<file path="src/rtl/ems_pkg.sv">
package ems_pkg;

  typedef enum logic [1:0] {
    PSEL_NONE = 2'd0,
    PSEL_LO   = 2'd1,
    PSEL_HI   = 2'd2,
    PSEL_PTR  = 2'd3
  } port_sel_e;

  typedef struct packed {
    logic [7:0] hi;
    logic [7:0] lo;
  } page_ent_t;

  localparam int EN_BIT   = 7;
  localparam int STEP_BIT = 7;
  localparam logic [7:0] RESET_LO = 8'hFF;
  localparam logic [7:0] RESET_HI = 8'h03;
  localparam logic [7:0] IDLE_BYTE = 8'hFF;

endpackage

</file>
<file path="src/rtl/ems_port_decode.sv">
module ems_port_decode
  import ems_pkg::*;
#(
  parameter int IO_W = 16,
  parameter logic [15:0] BASE_A = 16'h0208,
  parameter logic [15:0] BASE_B = 16'h0218
) (
  input  logic [IO_W-1:0] io_addr,
  input  logic            port_en,
  input  logic            base_sel,
  output port_sel_e       sel
);

  function automatic port_sel_e decode(input logic [IO_W-1:0] a,
                                       input logic [IO_W-1:0] base);
    if (a == base)                 return PSEL_LO;
    if (a == base + IO_W'(1))      return PSEL_HI;
    if (a == base + IO_W'(2))      return PSEL_PTR;
    return PSEL_NONE;
  endfunction

  logic [IO_W-1:0] base;
  assign base = base_sel ? IO_W'(BASE_B) : IO_W'(BASE_A);

  always_comb begin
    sel = PSEL_NONE;
    if (port_en) sel = decode(io_addr, base);
  end

endmodule

</file>
<file path="src/rtl/ems_page_file.sv">
module ems_page_file
  import ems_pkg::*;
#(
  parameter int NPAGES = 32,
  parameter int PN_W   = 10,
  localparam int IDX_W = $clog2(NPAGES),
  localparam int HI_PN = PN_W - 8
) (
  input  logic             clk,
  input  logic             rst_n,
  input  port_sel_e        sel,
  input  logic             io_wr,
  input  logic [7:0]       io_wdata,
  input  logic [IDX_W-1:0] look_idx,
  output logic [7:0]       ptr_q,
  output page_ent_t        cur_ent,
  output logic [PN_W-1:0]  look_pn,
  output logic             look_en,
  output logic             ptr_step
);

  page_ent_t ents [NPAGES];
  logic [IDX_W-1:0] cur_idx;

  assign cur_idx  = ptr_q[IDX_W-1:0];
  assign ptr_step = io_wr && (sel == PSEL_HI) && ptr_q[STEP_BIT];

  function automatic logic [7:0] bump(input logic [7:0] p);
    logic [7:0] r;
    r = p;
    r[IDX_W-1:0] = p[IDX_W-1:0] + IDX_W'(1);
    return r;
  endfunction

  always_ff @(posedge clk) begin
    if (!rst_n)                               ptr_q <= 8'h00;
    else if (io_wr && sel == PSEL_PTR)        ptr_q <= io_wdata;
    else if (ptr_step)                        ptr_q <= bump(ptr_q);
  end

  for (genvar g = 0; g < NPAGES; g++) begin : g_ent
    logic sel_me;
    assign sel_me = io_wr && (cur_idx == IDX_W'(g));
    always_ff @(posedge clk) begin
      if (!rst_n) begin
        ents[g].lo <= RESET_LO;
        ents[g].hi <= RESET_HI;
      end else if (sel_me && sel == PSEL_LO) begin
        ents[g].lo <= io_wdata;
      end else if (sel_me && sel == PSEL_HI) begin
        ents[g].hi <= io_wdata;
      end
    end
  end

  assign cur_ent = ents[cur_idx];

  page_ent_t look_ent;
  assign look_ent = ents[look_idx];
  assign look_pn  = {look_ent.hi[HI_PN-1:0], look_ent.lo};
  assign look_en  = look_ent.hi[EN_BIT];

  logic unused_hi;
  assign unused_hi = ^look_ent.hi[EN_BIT-1:HI_PN];

endmodule

</file>
<file path="src/rtl/ems_xlate.sv">
module ems_xlate #(
  parameter int ADDR_W     = 24,
  parameter int PAGE_SH    = 14,
  parameter int NPAGES     = 32,
  parameter int LOW_PAGES  = 24,
  parameter int LOW_FIRST  = 16,
  parameter int HIGH_FIRST = 52,
  parameter int MEM_LIMIT  = 24'h800000,
  localparam int IDX_W = $clog2(NPAGES),
  localparam int FR_W  = ADDR_W - PAGE_SH,
  localparam int HIGH_PAGES = NPAGES - LOW_PAGES
) (
  input  logic [ADDR_W-1:0] cpu_addr,
  input  logic              xlat_en,
  input  logic [FR_W-1:0]   look_pn,
  input  logic              look_en,
  output logic [IDX_W-1:0]  look_idx,
  output logic [ADDR_W-1:0] phys_addr,
  output logic              win_hit,
  output logic              mem_miss
);

  localparam logic [ADDR_W:0] LIMIT = (ADDR_W+1)'(MEM_LIMIT);

  function automatic logic in_span(input int fr, input int first, input int cnt);
    return (fr >= first) && (fr < first + cnt);
  endfunction

  function automatic logic [IDX_W-1:0] slot_of(input int fr);
    if (in_span(fr, LOW_FIRST, LOW_PAGES)) return IDX_W'(fr - LOW_FIRST);
    return IDX_W'(fr - HIGH_FIRST + LOW_PAGES);
  endfunction

  int   frame;
  logic in_win;

  always_comb begin
    frame    = int'(cpu_addr[ADDR_W-1:PAGE_SH]);
    in_win   = in_span(frame, LOW_FIRST, LOW_PAGES) ||
               in_span(frame, HIGH_FIRST, HIGH_PAGES);
    look_idx = slot_of(frame);
    win_hit  = in_win && xlat_en && look_en;
    phys_addr = win_hit ? {look_pn, cpu_addr[PAGE_SH-1:0]} : cpu_addr;
    mem_miss = win_hit && ({1'b0, phys_addr} >= LIMIT);
  end

endmodule

</file>
<file path="src/rtl/ems_page_mapper.sv">
module ems_page_mapper
  import ems_pkg::*;
#(
  parameter int ADDR_W    = 24,
  parameter int IO_W      = 16,
  parameter int NPAGES    = 32,
  parameter int PAGE_SH   = 14,
  parameter int MEM_LIMIT = 24'h800000,
  localparam int IDX_W = $clog2(NPAGES),
  localparam int PN_W  = ADDR_W - PAGE_SH
) (
  input  logic              clk,
  input  logic              rst_n,
  input  logic [IO_W-1:0]   io_addr,
  input  logic [7:0]        io_wdata,
  input  logic              io_wr,
  input  logic              io_rd,
  output logic [7:0]        io_rdata,
  input  logic              ctl_port_en,
  input  logic              ctl_base_sel,
  input  logic              ctl_xlat_en,
  input  logic [ADDR_W-1:0] cpu_addr,
  output logic [ADDR_W-1:0] phys_addr,
  output logic              win_hit,
  output logic              mem_miss
);

  port_sel_e        port_sel;
  logic [7:0]       ptr_q;
  page_ent_t        cur_ent;
  logic [IDX_W-1:0] look_idx;
  logic [PN_W-1:0]  look_pn;
  logic             look_en;
  logic             ptr_step;

  ems_port_decode #(.IO_W(IO_W)) u_dec (
    .io_addr (io_addr),
    .port_en (ctl_port_en),
    .base_sel(ctl_base_sel),
    .sel     (port_sel)
  );

  ems_page_file #(.NPAGES(NPAGES), .PN_W(PN_W)) u_file (
    .clk     (clk),
    .rst_n   (rst_n),
    .sel     (port_sel),
    .io_wr   (io_wr),
    .io_wdata(io_wdata),
    .look_idx(look_idx),
    .ptr_q   (ptr_q),
    .cur_ent (cur_ent),
    .look_pn (look_pn),
    .look_en (look_en),
    .ptr_step(ptr_step)
  );

  ems_xlate #(
    .ADDR_W(ADDR_W), .PAGE_SH(PAGE_SH), .NPAGES(NPAGES), .MEM_LIMIT(MEM_LIMIT)
  ) u_xl (
    .cpu_addr (cpu_addr),
    .xlat_en  (ctl_xlat_en),
    .look_pn  (look_pn),
    .look_en  (look_en),
    .look_idx (look_idx),
    .phys_addr(phys_addr),
    .win_hit  (win_hit),
    .mem_miss (mem_miss)
  );

  always_comb begin
    io_rdata = IDLE_BYTE;
    if (io_rd) begin
      unique case (port_sel)
        PSEL_LO:  io_rdata = cur_ent.lo;
        PSEL_HI:  io_rdata = cur_ent.hi;
        PSEL_PTR: io_rdata = ptr_q;
        default:  io_rdata = IDLE_BYTE;
      endcase
    end
  end

endmodule

</file>
<file path="config.mk">
export PLATFORM = sky130hd
export DESIGN_NAME = ems_page_mapper
export DESIGN_NICKNAME = d
export VERILOG_FILES = /design/src/rtl/ems_pkg.sv /design/src/rtl/ems_port_decode.sv /design/src/rtl/ems_page_file.sv /design/src/rtl/ems_xlate.sv /design/src/rtl/ems_page_mapper.sv
export SDC_FILE = /design/constraint.sdc
export NUM_CORES = 1
export LEC_CHECK = 0
export BUFFER_PORTS_ARGS = -buffer_cell sky130_fd_sc_hd__clkbuf_2
export CORE_ASPECT_RATIO = 2
export CORE_MARGIN = 2
export CORE_UTILIZATION = 65
export CTS_BUF_LIST = sky130_fd_sc_hd__clkbuf_4 sky130_fd_sc_hd__clkbuf_8
export DETAILED_ROUTE_END_ITERATION = 7
export PLACE_DENSITY = 0.88
export SLEW_MARGIN = 5
export SYNTH_ARGS = -nofsm -noshare
export SYNTH_HDL_FRONTEND = slang
export SYNTH_SLANG_ARGS = --single-unit
</file>
<file path="constraint.sdc">
create_clock -name clk -period 5.86 [get_ports clk]
set_input_delay 1.758 -clock clk [delete_from_list [all_inputs] [get_ports clk]]
set_output_delay 1.758 -clock clk [all_outputs]
set_load 0.03 [all_outputs]
</file>
# == Word level (Yosys, flattened, before mapping) ==
# Memories as Yosys holds them, arrays and structs flattened. A register that Yosys moved wholly into a read port is not among the register bits.
# Cells that the tools add are included.
# Widths: inputs -> output; s select.
# classes
reduce_logical,107
n_eq_ne,37
n_lt_le_gt_ge,5
bitwise_logic,64
addsub,6
n_mux,316
# ops
operator,count
$mux 8,66
$mux 1,235
$logic_and 1x1->1,104
$eq 5x5->1 const B,16
$or 1x1->1,64
$eq 16x16->1,3
$eq 5x4->1 const B,8
$mux 5,6
$ge 24x24->1 const B,1
$mux 24,1
$pmux 8 s3,1
$eq 5x3->1 const B,4
$lt 10x6->1 const B,2
$add 16x1->16 const B,1
$add 16x2->16 const B,1
$mux 2,7
$eq 5x2->1 const B,2
$ge 10x5->1 const B,1
$ge 10x6->1 const B,1
$sub 5x5->5 const B,2
$add 5x1->5 const B,1
$add 5x4->5 const B,1
$eq 5x1->1 const B,1
$logic_not 5->1,1
4 further kinds,5
# word_totals
ram_bits,512
reg_bits,8
n_memories,1
output_inout_bits,34
in_bits,55
wordCells,538
# memory_table
name,depth,width,rd,rd_ports_with_merged_regs,wr,line,rtl
u_file.ents,32,16,2,1,32,ems_page_file.sv:22,page_ent_t ents [NPAGES];

# == Logic depth before layout (Yosys ltp) ==
# depth
depth_word,20
depth_mapped,11
ltp_nobuf,9

# == Cells and area by module ==
# Synthesis repeated with hierarchy kept, for this count alone.
# hier_totals
cells_unflattened,2394
hier_area_um2,28568.6
# modules_own_cells
module,cells_per_inst,instances,area_each_um2,seq_area_each_um2
ems_page_file,2308,1,27850.5,15635.0
ems_xlate,46,1,414.1,0.0
ems_page_mapper,30,1,231.5,0.0
ems_port_decode,10,1,72.6,0.0

# == Least setup slack after synthesis ==
# Ideal clock, no wire load.
# synth_path
path_kind,in2out
start,input cpu_addr[20]
end,output phys_addr[16]
arrival_ps,4057
cell_stages,9
path_buffers,2
slack_ps,45
required_ps,4102
cell_sequence,nor4_4 nand2_1 a32o_1 buf_6 mux2i_1 mux2_2 o22ai_2 buf_4 mux2i_1
# synth_between
elab_chain_len,7
elab_cells_between_ends,13
classes_between,order compare: 4; mux: 3; reduce/logical: 5; memory: 1
# synth_rtl
item,line,rtl
start: declaration,ems_page_mapper.sv:22,"input logic [ADDR_W-1:0] cpu_addr,"
$ge 10x5->1 / $lt 10x6->1 (equally long branches),ems_xlate.sv:26,return (fr >= first) && (fr < first + cnt);
$logic_and 1x1->1,ems_xlate.sv:26,
$mux 1,ems_xlate.sv:30,"if (in_span(fr, LOW_FIRST, LOW_PAGES)) return IDX_W'(fr - LOW_FIRST);"
$mux 5,ems_xlate.sv:31,return IDX_W'(fr - HIGH_FIRST + LOW_PAGES);
$mem_v2 32x16,n/a,
$logic_and 1x1->1 (*),ems_xlate.sv:42,win_hit = in_win && xlat_en && look_en;
named net win_hit,ems_page_mapper.sv:24,"output logic win_hit,"
$mux 24 (*),ems_xlate.sv:43,"phys_addr = win_hit ? {look_pn, cpu_addr[PAGE_SH-1:0]} : cpu_addr;"
end: declaration,ems_page_mapper.sv:23,"output logic [ADDR_W-1:0] phys_addr,"
# The timed path passes the listed nets; every way through them passes the cells marked *.

# == Final worst setup path ==
# layout_path
start,input cpu_addr[23]
end,output phys_addr[15]
# layout_between
elab_chain_len,7
elab_cells_between_ends,13
classes_between,order compare: 4; mux: 3; reduce/logical: 5; memory: 1
# layout_rtl
item,line
$ge 10x5->1 / $lt 10x6->1 (equally long branches),ems_xlate.sv:26
$logic_and 1x1->1,ems_xlate.sv:26
$mux 1,ems_xlate.sv:30
$mux 5,ems_xlate.sv:31
$mem_v2 32x16,n/a
$logic_and 1x1->1,ems_xlate.sv:42
$mux 24 (*),ems_xlate.sv:43
# Every way passes the cells marked *; elsewhere a longest branch is shown, timed or not.

==> flow_summary.yaml <==
status:
  status: "finished clean"
critical_path:
  cp.required_ps: 4100
  path_max_fanout: 8
  arrival_ps: 4070
  cp-end-kind: "output pin"
  rrSetupSlack_ps: 2370
  crit_type: "input pin to output pin"
  critPathLaunchType: "input pin"
timing:
  period_share: 0.994
  tightestPinTransition_ps: 1140
  worst_slack_ps: 35.0
  setup_tns_ps: 0
  setup_violations: 0
  hold_ws_ps: 462
  clock_skew_ps: 27.8
  slew_headroom: 0.237
  max_freq_ghz: 0.172
  period_minus_slack_ps: 5820
  hold_viol: 0
  maxSlewViolCount: 0
clock_network:
  cts_sinks: 525
  root_buffer: "clkbuf_8"
  htreeDepth: 3
  cts_tree: "done"
  path_clk_slew_ps: 60
  holdBufCountCts: 0
  cts_buffer_depth: 3
  cts_made_buffers: 71
  clk_latency_ps: 660
floorplan:
  fp.dieW_um: 151
  core_area_um2: 42600
  dieArea_um2: 44900
  ios: 89
  initial_core_util: 0.659
  num_rows: 107
  dieHeight_um: 298
logic_synthesis:
  synth_top_family_by_area: "multiplexers"
  yosys.area_share.simple: 0.140
  yosys.cell_types.count: 52
  synth_edf_count: 512
  ys_warn_count: 0
  synth-xor-area-share: 0.000936
  synthAdderAreaFrac: 0.00401
  synthMuxAreaShare: 0.233
  syn-num-nets: 1962
  avgSynthCellArea_um2: 14.8
  seq_area_frac_synth: 0.557
  netlist_area_um2: 28100
  synthFlopType: "edfxtp_1"
  synth_compound_area_frac: 0.0250
  netlist_instances: 1898
  async_reset_ff_frac: 0
  synth-seq-cells: 525
layout:
  fin_util: 0.721
  area_delta_synth_final_pct: 9.46
  final_cell_mix: "512 x edfxtp_1, 274 x or3_1, 248 x mux4_2"
  drive_above_1_share: 0.320
  regArea_um2: 15600
  fill_cells: 2609
  instances_no_fill: 2547
  finalNetCount: 2010
  multi_input_area_um2: 11400
  fin_area_um2: 30700
  layout_commonest_cell: "edfxtp_1"
detailed_routing:
  vias: 18700
  routedWlPerCell_um: 33.4
  drt-pass1-iter-count: 6
  drt_wl_total_um: 85100
  drc: 0
  drtAntennaViolNets: 0
  drt-vias-per-instance: 7.34
  drt_iter0_drc: 2417
power_and_ir_drop:
  finalPower_mw: 7.57
  leakagePower_nw: 9.29
  max-vdd-ir-drop_mv: 0.191
  power-per-cell-area_nw_per_um2: 247
global_route:
  grt_max_degree: 85
  gr-total-overflow: 0
  antenna_found_initial: 4
  grt_pass1_wl_um: 123000
  grtUsageTotal: 0.390
  grt_pass1_vias: 19000
placement:
  dp_cells: 2406
  gp_congestion: 1.02
  pre_cts_ws_ps: -42.7
  post-dp-hpwl_um: 59400
  portBuffers: 60
  placed_area_um2: 29100
job:
  maxCapViolations: 0
hold_path:
  hp-class: "flip-flop to flip-flop"
## flip-flops by register name, indices dropped and copies added, names as in the netlist, named ones only
register      flops
u_file.ents     512
u_file.ptr_q      8
## cells by family (layout without fill, tap and decap cells)
group                      count (synthesis)  in the layout
AOI/OAI and AO/OA                        122            122
and+or+nand+nor                          659            659
other                                      0              4
buffers and inverters                    239            339
muxes                                    341            341
DFF                                      525            525
xor gates and xnor gates                   3              3
adders and majority gates                  9              9
## power breakdown
group	internal, mW	switching [mW]	leakage (nW)
Combinational	0.221	0.338	4.03
Clock	1.38	1.39	0.714
Sequential	4.19	0.0440	4.54
## timing repair
| item | in CTS | in global routing |
|---|---|---|
| setup endpoints to repair | 2 | 10 |
| resized for setup | 0 | 33 |
| pin swaps | 0 | 4 |
| hold endpoints to repair | 0 | 0 |
| setup buffers | 0 | 10 |
| gates cloned | 1 | 1 |
## final cells by class
type	instances	area share
flip-flops and latches	525	0.509
multi-input cells	1134	0.370
repair buffers	202	0.0524
clock buffers	92	0.0378
well taps	545	0.0222
clock inverters	33	0.00668
inverters	12	0.00147
diodes	4	0.000326
## Yosys cell counts (5+ instances only)
library cell,instances,area (um2)
dfxtp_1,13,260
nand3_1,10,50.1
buf_1,7,26.3
or2_2,50,313
mux2_2,13,146
and3_1,91,569
nand2_1,46,173
o21ai_0,68,340
edfxtp_1,512,15400
clkbuf_1,153,574
ha_1,9,113
o221ai_1,9,78.8
inv_1,12,45.0
or3_1,274,1710
nand2b_1,5,31.3
a21oi_1,25,125
buf_4,18,135
buf_2,33,165
mux2i_1,80,801
mux4_2,248,5590
and2_1,113,707
nor2_1,44,165
buf_6,16,180
## critical path, stage by stage
cell	delay, ps
clkbuf_2	120
nor4_4	310
buf_6	180
nand2_2	60
a32o_4	360
buf_12	170
buf_4	140
mux2i_1	150
mux2i_1	110
mux2_2	280
mux2_2	280
buf_6	140
## path summary, 6_finish.rpt
| kind | start | endpoint | cells after the start |
|---|---|---|---|
| worst min-delay path | u_file.ptr_q[5]$_SDFFE_PN0P_ | u_file.ptr_q[5]$_SDFFE_PN0P_ | 2 |
| worst max register to register | u_file.ptr_q[2]$_SDFFE_PN0N_ | u_file.ents[5][8]$_SDFFCE_PN1P_ | 5 |
| worst max-delay path | cpu_addr[23] | phys_addr[15] | 12 |
| worst min register to register | u_file.ptr_q[5]$_SDFFE_PN0P_ | u_file.ptr_q[5]$_SDFFE_PN0P_ | 2 |
## layer usage
metal	track usage	wire [um]
met5	0	0
met2	0.652	43800
met4	0.348	9700
met1	0.408	24000
met3	0.0769	7600
(Power assumes the default switching activity.)
